File: src/rtl/wdt_pkg.sv
package wdt_pkg;

    localparam int DATA_W = 32;
    localparam int PSC_W  = 7;
    localparam int PEND_W = 5;

    // register byte offsets
    localparam int OFF_ID    = 'h00;
    localparam int OFF_CFG   = 'h04;
    localparam int OFF_PEND  = 'h08;
    localparam int OFF_CTRL  = 'h0C;
    localparam int OFF_COUNT = 'h10;
    localparam int OFF_LOAD  = 'h14;
    localparam int OFF_TRIG  = 'h18;
    localparam int OFF_KEY   = 'h1C;

    // pending bit positions, decoded by host polling code
    localparam int PB_CTRL = 0;
    localparam int PB_LOAD = 2;
    localparam int PB_TRIG = 3;
    localparam int PB_KEY  = 4;

    localparam logic [DATA_W-1:0] KEY_ARM_1 = 32'h0000_BBBB;
    localparam logic [DATA_W-1:0] KEY_ARM_2 = 32'h0000_4444;
    localparam logic [DATA_W-1:0] KEY_DIS_1 = 32'h0000_AAAA;
    localparam logic [DATA_W-1:0] KEY_DIS_2 = 32'h0000_5555;

    typedef struct packed {
        logic       pre_en;
        logic [2:0] exp;
    } pre_cfg_t;

    typedef enum logic [1:0] {
        KS_IDLE,
        KS_ARM_HALF,
        KS_DIS_HALF
    } key_state_t;

    function automatic pre_cfg_t ctrl_decode(input logic [3:0] field);
        pre_cfg_t c;
        c.pre_en = field[3];
        c.exp    = field[2:0];
        return c;
    endfunction

    function automatic logic [DATA_W-1:0] ctrl_encode(input pre_cfg_t c);
        return {26'b0, c.pre_en, c.exp, 2'b00};
    endfunction

    function automatic logic [PSC_W-1:0] pre_mask(input pre_cfg_t c);
        logic [PSC_W:0] full;
        full = (PSC_W+1)'(1) << c.exp;
        return PSC_W'(full - (PSC_W+1)'(1));
    endfunction

endpackage

File: src/rtl/wdt_regs.sv
module wdt_regs
    import wdt_pkg::*;
#(
    parameter int ADDR_W = 8
) (
    input  logic                clk,
    input  logic                rst,
    input  logic                tick,
    input  logic                wr_en,
    input  logic [ADDR_W-1:0]   wr_addr,
    input  logic [DATA_W-1:0]   wr_data,
    output logic [PEND_W-1:0]   pend,
    output logic                cfg_q,
    output pre_cfg_t            ctrl_q,
    output pre_cfg_t            ctrl_eff,
    output logic [DATA_W-1:0]   load_q,
    output logic [DATA_W-1:0]   load_eff,
    output logic [DATA_W-1:0]   trig_q,
    output logic                trig_fire,
    output logic                key_fire,
    output logic [DATA_W-1:0]   key_val
);

    pre_cfg_t          ctrl_s;
    logic [DATA_W-1:0] load_s, trig_s, key_s;

    always_comb begin
        ctrl_eff  = (tick && pend[PB_CTRL]) ? ctrl_s : ctrl_q;
        load_eff  = (tick && pend[PB_LOAD]) ? load_s : load_q;
        trig_fire = tick && pend[PB_TRIG] && (trig_s != trig_q);
        key_fire  = tick && pend[PB_KEY];
        key_val   = key_s;
    end

    always_ff @(posedge clk) begin
        if (rst) begin
            pend   <= '0;
            cfg_q  <= 1'b0;
            ctrl_s <= '0;
            ctrl_q <= '0;
            load_s <= '0;
            load_q <= '0;
            trig_s <= '0;
            trig_q <= '0;
            key_s  <= '0;
        end else begin
            // bus side: stage value unless an earlier write is in flight
            if (wr_en) begin
                if (wr_addr == ADDR_W'(OFF_CFG)) begin
                    cfg_q <= wr_data[0];
                end
                if (wr_addr == ADDR_W'(OFF_CTRL) && !pend[PB_CTRL]) begin
                    ctrl_s        <= ctrl_decode(wr_data[5:2]);
                    pend[PB_CTRL] <= 1'b1;
                end
                if (wr_addr == ADDR_W'(OFF_LOAD) && !pend[PB_LOAD]) begin
                    load_s        <= wr_data;
                    pend[PB_LOAD] <= 1'b1;
                end
                if (wr_addr == ADDR_W'(OFF_TRIG) && !pend[PB_TRIG]) begin
                    trig_s        <= wr_data;
                    pend[PB_TRIG] <= 1'b1;
                end
                if (wr_addr == ADDR_W'(OFF_KEY) && !pend[PB_KEY]) begin
                    key_s        <= wr_data;
                    pend[PB_KEY] <= 1'b1;
                end
            end
            // tick side: commit staged values
            if (tick) begin
                if (pend[PB_CTRL]) begin
                    ctrl_q        <= ctrl_s;
                    pend[PB_CTRL] <= 1'b0;
                end
                if (pend[PB_LOAD]) begin
                    load_q        <= load_s;
                    pend[PB_LOAD] <= 1'b0;
                end
                if (pend[PB_TRIG]) begin
                    trig_q        <= trig_s;
                    pend[PB_TRIG] <= 1'b0;
                end
                if (pend[PB_KEY]) begin
                    pend[PB_KEY] <= 1'b0;
                end
            end
        end
    end

endmodule

File: src/rtl/wdt_keyseq.sv
module wdt_keyseq
    import wdt_pkg::*;
(
    input  logic              clk,
    input  logic              rst,
    input  logic              fire,
    input  logic [DATA_W-1:0] val,
    output logic              running
);

    key_state_t st;

    always_ff @(posedge clk) begin
        if (rst) begin
            st      <= KS_IDLE;
            running <= 1'b0;
        end else if (fire) begin
            st <= KS_IDLE;
            unique case (st)
                KS_IDLE: begin
                    if (val == KEY_ARM_1)      st <= KS_ARM_HALF;
                    else if (val == KEY_DIS_1) st <= KS_DIS_HALF;
                end
                KS_ARM_HALF: if (val == KEY_ARM_2) running <= 1'b1;
                KS_DIS_HALF: if (val == KEY_DIS_2) running <= 1'b0;
                default: st <= KS_IDLE;
            endcase
        end
    end

endmodule

File: src/rtl/wdt_core.sv
module wdt_core
    import wdt_pkg::*;
#(
    parameter int CNT_W   = 32,
    parameter int RST_LEN = 16
) (
    input  logic             clk,
    input  logic             rst,
    input  logic             tick,
    input  logic             running,
    input  logic             reload,
    input  logic [CNT_W-1:0] load_val,
    input  pre_cfg_t         cfg_in,
    output logic [CNT_W-1:0] count,
    output logic             rst_pulse
);

    localparam int RW = $clog2(RST_LEN + 1);

    pre_cfg_t         cfg_act;
    logic [PSC_W-1:0] psc;
    logic [RW-1:0]    hold;
    logic             step;
    logic             at_max;

    always_comb begin
        at_max    = &count;
        step      = tick && running && (!cfg_act.pre_en || psc == pre_mask(cfg_act));
        rst_pulse = (hold != '0);
    end

    always_ff @(posedge clk) begin
        if (rst) begin
            count   <= '0;
            psc     <= '0;
            cfg_act <= '0;
            hold    <= '0;
        end else begin
            if (hold != '0) hold <= hold - RW'(1);
            if (reload) begin
                count   <= load_val;
                psc     <= '0;
                cfg_act <= cfg_in;
            end else if (step) begin
                psc <= '0;
                if (at_max) begin
                    count   <= load_val;
                    cfg_act <= cfg_in;
                    hold    <= RW'(RST_LEN);
                end else begin
                    count <= count + CNT_W'(1);
                end
            end else if (tick && running) begin
                psc <= psc + PSC_W'(1);
            end
            if (!running) begin
                psc     <= '0;
                cfg_act <= cfg_in;
            end
        end
    end

endmodule

File: src/rtl/wdt_top.sv
module wdt_top
    import wdt_pkg::*;
#(
    parameter int          ADDR_W   = 8,
    parameter int          RST_LEN  = 16,
    parameter logic [7:0]  REV_CODE = 8'h31
) (
    input  logic              clk,
    input  logic              rst,
    input  logic              tick_i,
    input  logic              wr_en_i,
    input  logic [ADDR_W-1:0] wr_addr_i,
    input  logic [31:0]       wr_data_i,
    input  logic [ADDR_W-1:0] rd_addr_i,
    output logic [31:0]       rd_data_o,
    output logic              wdt_rst_o
);

    logic [PEND_W-1:0] pend_w;
    logic              cfg_w;
    pre_cfg_t          ctrl_q_w, ctrl_eff_w;
    logic [DATA_W-1:0] load_q_w, load_eff_w, trig_q_w, key_val_w, count_w;
    logic              trig_fire_w, key_fire_w, run_w;

    wdt_regs #(.ADDR_W(ADDR_W)) regs_i (
        .clk(clk), .rst(rst), .tick(tick_i),
        .wr_en(wr_en_i), .wr_addr(wr_addr_i), .wr_data(wr_data_i),
        .pend(pend_w), .cfg_q(cfg_w), .ctrl_q(ctrl_q_w), .ctrl_eff(ctrl_eff_w),
        .load_q(load_q_w), .load_eff(load_eff_w), .trig_q(trig_q_w),
        .trig_fire(trig_fire_w), .key_fire(key_fire_w), .key_val(key_val_w)
    );

    wdt_keyseq keys_i (
        .clk(clk), .rst(rst), .fire(key_fire_w), .val(key_val_w), .running(run_w)
    );

    wdt_core #(.CNT_W(DATA_W), .RST_LEN(RST_LEN)) core_i (
        .clk(clk), .rst(rst), .tick(tick_i), .running(run_w),
        .reload(trig_fire_w), .load_val(load_eff_w), .cfg_in(ctrl_eff_w),
        .count(count_w), .rst_pulse(wdt_rst_o)
    );

    always_comb begin
        rd_data_o = '0;
        if (rd_addr_i == ADDR_W'(OFF_ID))         rd_data_o = {24'b0, REV_CODE};
        else if (rd_addr_i == ADDR_W'(OFF_CFG))   rd_data_o = {31'b0, cfg_w};
        else if (rd_addr_i == ADDR_W'(OFF_PEND))  rd_data_o = {27'b0, pend_w};
        else if (rd_addr_i == ADDR_W'(OFF_CTRL))  rd_data_o = ctrl_encode(ctrl_q_w);
        else if (rd_addr_i == ADDR_W'(OFF_COUNT)) rd_data_o = count_w;
        else if (rd_addr_i == ADDR_W'(OFF_LOAD))  rd_data_o = load_q_w;
        else if (rd_addr_i == ADDR_W'(OFF_TRIG))  rd_data_o = trig_q_w;
    end

endmodule

File: config.mk
export PLATFORM = sky130hd
export DESIGN_NAME = wdt_top
export DESIGN_NICKNAME = d
export VERILOG_FILES = /design/src/rtl/wdt_pkg.sv /design/src/rtl/wdt_regs.sv /design/src/rtl/wdt_keyseq.sv /design/src/rtl/wdt_core.sv /design/src/rtl/wdt_top.sv
export SDC_FILE = /design/constraint.sdc
export NUM_CORES = 1
export LEC_CHECK = 0
export BUFFER_PORTS_ARGS = -buffer_cell sky130_fd_sc_hd__buf_2
export CAP_MARGIN = 20
export CORE_ASPECT_RATIO = 1.4
export CORE_MARGIN = 4
export CORE_UTILIZATION = 25
export CTS_BUF_LIST = sky130_fd_sc_hd__clkbuf_8
export DETAILED_ROUTE_END_ITERATION = 8
export SLEW_MARGIN = 40
export SYNTH_ARGS = -nofsm -noshare
export SYNTH_HDL_FRONTEND = slang
export SYNTH_SLANG_ARGS = --single-unit
File: constraint.sdc
create_clock -name clk -period 4.88 [get_ports clk]
set_input_delay 0.488 -clock clk [delete_from_list [all_inputs] [get_ports clk]]
set_output_delay 0.488 -clock clk [all_outputs]
set_load 0.1 [all_outputs]
==> impl_metrics.toml, run 1 <==
[run_status]
status = "completed"

[sta]
hold_viol = 0
timing.final.crit_share_pct = 74.7
skew_ps = 46.3
maxSlewHeadroom_pct = 45.8
tns_ps = 0
timing_worst_slew_pin_value_ps = 812
fin_ws_ps = 1230
setup_viol = 0
rsz0062_at_grt = "no"
fmax_mhz = 274
timing.final.crit_period_ps = 3650
drv_slew = 0

[global_route]
overflow = 0
grt_util_met2_pct = 27.0
grt_usage_pct = 14.5
grt_max_degree = 104
grt_pass1_wl_mm = 53.4
grt_pass1_vias = 9311
grt_use_met3_pct = 1.89
gr-usage-met1_pct = 16.5
gr-max-usage-layer = "met2"
antenna_found_initial = 4

[placed_design]
place.port_buffers = 84
dpl.hpwl_mm = 25.6
gp_congestion = 0.944
pre_cts_ws_ps = 1260

[finish]
fin_util_pct = 29.1
nets = 1464
multi_input_area_mm2 = 0.00572
area_growth_pct = 15.2
drive_gt1_share_pct = 13.1
seq_area_mm2 = 0.00448
n_fill_cell = 4529

[clocking]
cts_resized = 0
cts_buffer_depth = 3
cts.clk_slew.worst_paths_ps = 70
htree_levels = 2
cts_root_buf = "clkbuf_8"
cts_hold_buf = 0
clock_latency_ps = 550
cts_buffers = 34
cts_num_sinks = 224
postCtsSetupBuffers = 0
cts_tree = "yes"

[floorplanning]
core-area_mm2 = 0.0422
die_w_um = 183
placementRows = 89
die_h_um = 252
io_pins = 85
initial_core_util_pct = 25.3
die_area_mm2 = 0.0461

[synthesis]
synth_xor_area_share_pct = 3.86
syn_area_mm2 = 0.0107
ys_seq_area_share_pct = 42.0
synth-edff-count = 0
synth_top_family_by_area = "simple AND/OR/NAND/NOR gates"
synthArstFlopShare_pct = 0
synth_cell_types = 67
yosys_warnings = 0
ys.flop_type = "dfxtp_1"
synth_mux_area_share_pct = 8.41
synth.net_count = 1416
synth_fa_ha_area_share_pct = 0.821
synth_compound_area_share_pct = 15.9
ys_ff_latch = 224
yosys.area_share.simple_pct = 24.4
syn_inst = 1357
avgSynthCellArea_um2 = 7.86

[route]
drt_iter0_markers = 852
drc = 0
wl_per_cell_um = 17.7
wl_mm = 34.9
final_antenna_net_count = 0
vias = 9769
via_per_inst = 4.94
first_pass_iters = 6

[worst_setup_path]
setup.worst_path.start_class = "register"
cp_cell_sequence = "or3_1, ha_1, or4_1, o31a_1, a21oi_1, o311a_1, a21oi_2, buf_4, o21ai_1, mux2_2"
worst_setup_path_end_kind = "register"
cp.required_ps = 5290
critPathMaxFanout = 16
arrival_ps = 4060
critical_path_class = "reg2reg"
critPathMaxStageDelay_ps = 510
crit_path_top_delay_cell = "o311a_1"

[run]
drv_cap = 0

[min_path]
hp-class = "in2reg"

[power_and_ir_drop]
power.density_mw_per_mm2 = 302
power_leakage_uw = 0.00443
vdd_drop_max_uv = 133
power breakdown:
group / total (uW) / switching, uW / internal, uW
clock: 1620 / 754 / 870
combinational: 236 / 167 / 69.1
sequential: 1850 / 10.4 / 1840
total: 3710 / 931 / 2780
worst paths after layout:
path / startpoint / end / slack, ps / cells past startpoint
max: core_i.cfg_act[0] / core_i.cfg_act[0] / 1230 / 10
min: wr_data_i[30] / regs_i.trig_s[30] / 220 / 3
max reg2reg: core_i.cfg_act[0] / core_i.cfg_act[0] / 1230 / 10
min reg2reg: regs_i.key_val[22] / regs_i.key_val[22] / 450 / 2
worst max-delay path: cells and delay by family (launching register included):
kind / cells / cell delay [ps]
AOI/OAI and AO/OA: 5 / 1330
buffers and inverters: 1 / 270
muxes: 1 / 380
and+or+nand+nor: 2 / 840
DFF: 1 / 400
adders and majority gates: 1 / 300
stage by stage:
stage | instance area (um^2) | hold WS (ps) | total power (uW) | std cells
detailed placement | 11600 | 448 | 2130 | 1915
finish | 12300 | 219 | 3710 | 1978
global route | 12300 | 208 | 3840 | 1978
global placement | 11600 | 438 | 2120 | 1915
floorplan | 10700 | 429 | 2050 | 1357
CTS | 12300 | 182 | 3750 | 1976
cell usage after synthesis (6+ instances only):
| cell | count | area [um^2] |
|---|---|---|
| nand2_1 | 298 | 1120 |
| dfxtp_1 | 224 | 4480 |
| a21oi_1 | 192 | 961 |
| nor2_1 | 128 | 480 |
| mux2i_1 | 75 | 751 |
| clkbuf_1 | 72 | 270 |
| xnor2_1 | 41 | 359 |
| nand3_1 | 34 | 170 |
| inv_1 | 23 | 86.3 |
| nand4_1 | 23 | 144 |
| o21ai_0 | 18 | 90.1 |
| nand2b_1 | 16 | 100 |
| and3_1 | 15 | 93.8 |
| nor3_1 | 14 | 70.1 |
| mux2_2 | 13 | 146 |
| nor4_1 | 13 | 81.3 |
| buf_2 | 11 | 55.1 |
| nor2b_1 | 10 | 62.6 |
| ha_1 | 7 | 87.6 |
| nor3b_1 | 7 | 52.6 |
| and2_1 | 6 | 37.5 |
| buf_1 | 6 | 22.5 |
| o22ai_1 | 6 | 37.5 |
| o32ai_1 | 6 | 52.6 |
| xor2_1 | 6 | 52.6 |
cells in the final DEF, fill, tap and decap left out, types with 6 or more instances in the layout:
cell	netlist	routed
o22ai_1	6	6
nor2b_1	10	9
buf_2	11	83
o21ai_0	18	18
and3_1	15	15
nand4_1	23	23
xnor2_1	41	41
nor4_1	13	13
nand3_1	34	34
o32ai_1	6	6
a21oi_1	192	190
clkbuf_8	0	45
nor3b_1	7	6
xor2_1	6	6
mux2i_1	75	75
nor3_1	14	13
nand2b_1	16	16
nand2_1	298	298
ha_1	7	7
buf_4	1	21
dfxtp_1	224	224
nor2_1	128	127
mux2_2	13	13
and2_1	6	6
inv_1	23	32
sequential cells by signal (all words and copies together), names as in the netlist, 5 cells and up:
register        cells
core_i.count       32
regs_i.trig_q      32
regs_i.load_s      32
regs_i.key_val     32
regs_i.trig_s      32
regs_i.load_q      32
core_i.hold         5
core_i.psc          7
cell type report:
type                            count  share of cell area, %
Inverter                           24                  0.733
Antenna cell                        2                 0.0407
Timing Repair Buffer              106                   4.87
Sequential cell                   224                   36.5
Multi-Input combinational cell   1015                   46.5
Clock buffer                       44                   4.93
Tap cell                          546                   5.56
Clock inverter                     17                  0.865
cell families after synthesis:
kind of cell    count (synthesis)
xor+xnor                       47
flops                         224
compound gates                285
fa+ha+maj                       7
simple gates                  588
buf+inv                       118
mux                            88
per-layer routing:
layer | share of wire, % | up-vias
met1 | 40 | 4668
met5 | 0.037 | -
li1 | - | 4762
met3 | 3.7 | 71
met2 | 52 | 266
met4 | 3.9 | 2
(Power assumes the default switching activity.)
==> inputs of run 2 (changes only) <==
- clock period: 4.88 -> 3.65 ns (I/O delays scaled with it)
==> impl_metrics.toml, run 2 (synthesized netlist as in run 1, its figures left out) <==
[run_status]
status = "completed"

[power_and_ir_drop]
power_leakage_uw = 0.00444
vdd_drop_max_uv = 155
power.density_mw_per_mm2 = 404

[finish]
fin_util_pct = 29.3
layout_common_cells = "nand2_1, dfxtp_1, a21oi_1"
postLayoutCellArea_mm2 = 0.0123
final_common_cell = "nand2_1"
seq_area_mm2 = 0.00448
fin_cells = 1984
drive_gt1_share_pct = 13.6
n_fill_cell = 4480
area_growth_pct = 15.7
multi_input_area_mm2 = 0.00572
nets = 1475

[clocking]
htree_levels = 2
postCtsSetupBuffers = 0
cts_resized = 0
cts_hold_buf = 0
cts_root_buf = "clkbuf_8"
cts_buffer_depth = 3
cts_buffers = 35
cts_tree = "yes"
cts.clk_slew.worst_paths_ps = 60
clock_latency_ps = 540
cts_num_sinks = 224

[placed_design]
placedInstanceArea_mm2 = 0.0116
gp_congestion = 0.893
pre_cts_ws_ps = 384
dpl.hpwl_mm = 26.0
place.port_buffers = 84
dpl.cell_count = 1925

[sta]
rsz0062_at_grt = "no"
timing.final.crit_share_pct = 88.6
skew_ps = 29.8
timing.final.crit_period_ps = 3240
timing_worst_slew_pin_value_ps = 765
tns_ps = 0
maxSlewHeadroom_pct = 49.0
drv_slew = 0
fmax_mhz = 309
fin_ws_ps = 414
hold_viol = 0
setup_viol = 0

[worst_setup_path]
crit_start = "core_i.cfg_act[0]"
worstRegToRegCells = 9
r2r_end = "core_i.cfg_act[2]"
critPathMaxFanout = 11
critical_path_class = "reg2reg"
setup.worst_path.start_class = "register"
cp-endpoint = "core_i.cfg_act[2]"
rrSetupSlack_ps = 410
arrival_ps = 3640
worst_setup_path_end_kind = "register"
timing.rr.start = "core_i.cfg_act[0]"
cp.required_ps = 4050

[route]
first_pass_iters = 6
vias = 9711
wl_per_cell_um = 17.7
drt_iter0_markers = 759
via_per_inst = 4.89
final_antenna_net_count = 0
drc = 0
wl_mm = 35.2

[global_route]
grt_max_degree = 73
grt_pass1_vias = 9385
grt_pass1_wl_mm = 54.7
antenna_found_initial = 1
grt_usage_pct = 14.8
overflow = 0

[floorplanning]
placementRows = 89
die_h_um = 252
core-area_mm2 = 0.0422
initial_core_util_pct = 25.3
io_pins = 85
die_w_um = 183
die_area_mm2 = 0.0461

[min_path]
hp-class = "in2reg"

[run]
drv_cap = 0
==> run 2: cell types whose count changed in the layout (fill, tap and decap cells not counted), sizes merged <==
cell      delta
clkinvlp     +4
buf         +11
clkbuf       -4
clkinv       -3
bufinv       +1
inv          -3
==> run 2: how the worst min path moves through the flow <==
stage | startpoint | cells after the start | slack [ps] | endpoint
detailed placement | regs_i.load_s[15] | 2 | 450 | regs_i.load_s[15]
floorplan | regs_i.load_s[11] | 2 | 430 | regs_i.load_s[11]
CTS | wr_data_i[31] | 3 | 60 | regs_i.trig_s[31]
finish | wr_data_i[30] | 3 | 90 | regs_i.trig_s[30]
global placement | regs_i.key_val[26] | 2 | 440 | regs_i.key_val[26]
global route | wr_data_i[30] | 3 | 80 | regs_i.load_s[30]
==> run 2: cell type report <==
class,instances,area share (%)
Multi-Input combinational cell,1015,46.4
Sequential cell,224,36.3
Clock inverter,16,1.05
Inverter,24,0.730
Tap cell,546,5.53
Clock buffer,41,4.57
Antenna cell,2,0.0405
Timing Repair Buffer,116,5.40
==> run 2: metrics by stage <==
stage	power, uW	hold WS [ps]
finish	4980	88.2
global route	5170	80.7
CTS	5040	62.2
detailed placement	2850	446
global placement	2840	439
floorplan	2740	429
==> run 2: worst max-delay path: stages, from the launching register on <==
cell and delay, ps:
dfxtp_1 380, or3_1 420, ha_1 290, xnor2_1 170, xnor2_1 130, o21ai_0 140
o21a_1 460, a21oi_2 270, o21ai_1 470, mux2_2 390
==> run 2: power breakdown <==
part           switching [uW]  internal [uW]  leakage, uW
sequential               14.2           2460      0.00180
clock                    1030           1160     0.000374
combinational             219           94.4      0.00227
total                    1260           3720      0.00444
==> run 2: per-layer routing <==
| layer | routed length [um] | vias up | global-route usage (%) |
|---|---|---|---|
| met5 | 0 | - | 0 |
| met4 | 1390 | 0 | 6.29 |
| met3 | 1430 | 69 | 2.02 |
| met2 | 18300 | 231 | 27.2 |
| met1 | 14000 | 4629 | 16.9 |
| li1 | - | 4782 | - |
==> inputs of run 3 (changes only) <==
- CORE_UTILIZATION: 25 -> 60
- CTS_BUF_LIST: sky130_fd_sc_hd__clkbuf_8 -> sky130_fd_sc_hd__clkbuf_2
- PLACE_DENSITY: unset -> 0.89
==> impl_metrics.toml, run 3 (synthesized netlist as in run 1, its figures left out) <==
[floorplanning]
placementRows = 57
core-area_mm2 = 0.0174
die_area_mm2 = 0.0200
io_pins = 85
die_w_um = 121
die_h_um = 166
initial_core_util_pct = 61.3

[power_and_ir_drop]
vdd_drop_max_uv = 256
power.density_mw_per_mm2 = 358
power_leakage_uw = 0.00451

[placed_design]
place.port_buffers = 84
dpl.hpwl_mm = 21.7
pre_cts_ws_ps = 584
gp_congestion = 0.950

[worst_setup_path]
rrSetupSlack_ps = 500
setup.worst_path.start_class = "register"
worst_setup_path_end_kind = "register"
r2r_end = "core_i.cfg_act[2]"
cp-endpoint = "core_i.cfg_act[2]"
cp_num_cells = 10
cp.required_ps = 4300
arrival_ps = 3800
critical_path_class = "reg2reg"
worst-path-buf-inv = 1
cp_top_family = "compound AO/OA/AOI/OAI gates"
critPathMaxFanout = 11
cp_cell_sequence = "or3_1, ha_1, xnor2_1, xnor2_1, o21ai_0, o21a_1, a21oi_1, buf_4, o21ai_1, mux2_2"
cpMostUsedCell = "xnor2_1"
crit_start = "core_i.cfg_act[0]"
crit_path_top_delay_cell = "or3_1"
timing.rr.start = "core_i.cfg_act[0]"
worstRegToRegCells = 10
critPathMaxStageDelay_ps = 430

[finish]
area_growth_pct = 12.6
seq_area_mm2 = 0.00448
layout_common_cells = "nand2_1, dfxtp_1, a21oi_1"
final_common_cell = "nand2_1"
nets = 1520
n_fill_cell = 1421
multi_input_area_mm2 = 0.00572
drive_gt1_share_pct = 14.3

[clocking]
cts_tree = "yes"
clock_latency_ps = 830
cts_root_buf = "clkbuf_2"
cts.clk_slew.worst_paths_ps = 100
cts_num_sinks = 224
cts_resized = 0
cts_buffer_depth = 3
cts_buffers = 51
htree_levels = 2

[sta]
rsz0062_at_grt = "no"
fin_ws_ps = 504
timing.final.crit_period_ps = 3150
setup_viol = 0
timing_worst_slew_pin_value_ps = 800
drv_slew = 0
hold_viol = 0
fmax_mhz = 318
tns_ps = 0
timing.final.crit_share_pct = 86.2
maxSlewHeadroom_pct = 46.7
skew_ps = 73.9

[global_route]
grt_max_degree = 84
grt_usage_pct = 30.9
grt_pass1_wl_mm = 50.5
grt_pass1_vias = 9861
overflow = 0
antenna_found_initial = 2

[run_status]
status = "completed"

[route]
vias = 10500
via_per_inst = 6.05
first_pass_iters = 7
final_antenna_net_count = 0
drc = 0
wl_per_cell_um = 18.5
drt_iter0_markers = 950
wl_mm = 31.9

[run]
drv_cap = 0

[min_path]
hp-class = "in2reg"
run 3: worst min-delay path, cell delays in order:
cell      delay, ps
buf_2            90
nor3b_1          60
nand3b_1        260
a21oi_1         110
run 3: final cells by class:
| class | instances | area share [%] |
|---|---|---|
| flip-flops and latches | 224 | 37.3 |
| multi-input cells | 1015 | 47.6 |
| repair buffers | 145 | 8.33 |
| clock inverters | 14 | 0.500 |
| diodes | 2 | 0.0417 |
| well taps | 236 | 2.46 |
| clock buffers | 71 | 2.96 |
| inverters | 24 | 0.750 |
run 3: power by group:
part	internal, uW	switching, uW
sequential	2460	14.1
clock	520	971
combinational	119	216
total	3100	1200
run 3: through the flow:
stage	util (%)	power [uW]	cells	area [um^2]	hold WS, ps
floorplan	-	2740	1357	10700	429
global placement	64.6	2820	1609	11200	438
detailed placement	64.6	2830	1609	11200	445
CTS	69.0	4300	1729	12000	3.68
global route	69.0	4460	1731	12000	88.2
finish	69.0	4300	1731	12000	123
run 3: worst min-delay path by stage:
stage	startpoint	to	slack (ps)	cells past startpoint
2_1_floorplan	regs_i.load_s[11]	regs_i.load_s[11]	430	2
3_3_place_gp	regs_i.key_val[20]	regs_i.key_val[20]	440	2
3_5_place_dp	regs_i.key_val[23]	regs_i.key_val[23]	440	2
4_1_cts	wr_addr_i[4]	regs_i.cfg_q	4	5
5_1_grt	wr_addr_i[4]	regs_i.pend[0]	90	4
6_report	wr_addr_i[4]	regs_i.pend[0]	120	4
run 3: metal layers:
metal | global-route usage, % | wire [um] | part of all wire (%) | vias up
met5 | 0 | 0 | 0 | -
met4 | 16.4 | 1760 | 5.5 | 0
met3 | 5.42 | 2500 | 7.8 | 128
met2 | 51.8 | 15700 | 49 | 572
met1 | 37.6 | 12000 | 37 | 4882
li1 | - | - | - | 4896
run 3: what timing repair did:
action / CTS / global route
setup buffers: 0 / 0
hold endpoints to repair: 118 / 0
hold buffers: 35 / 0
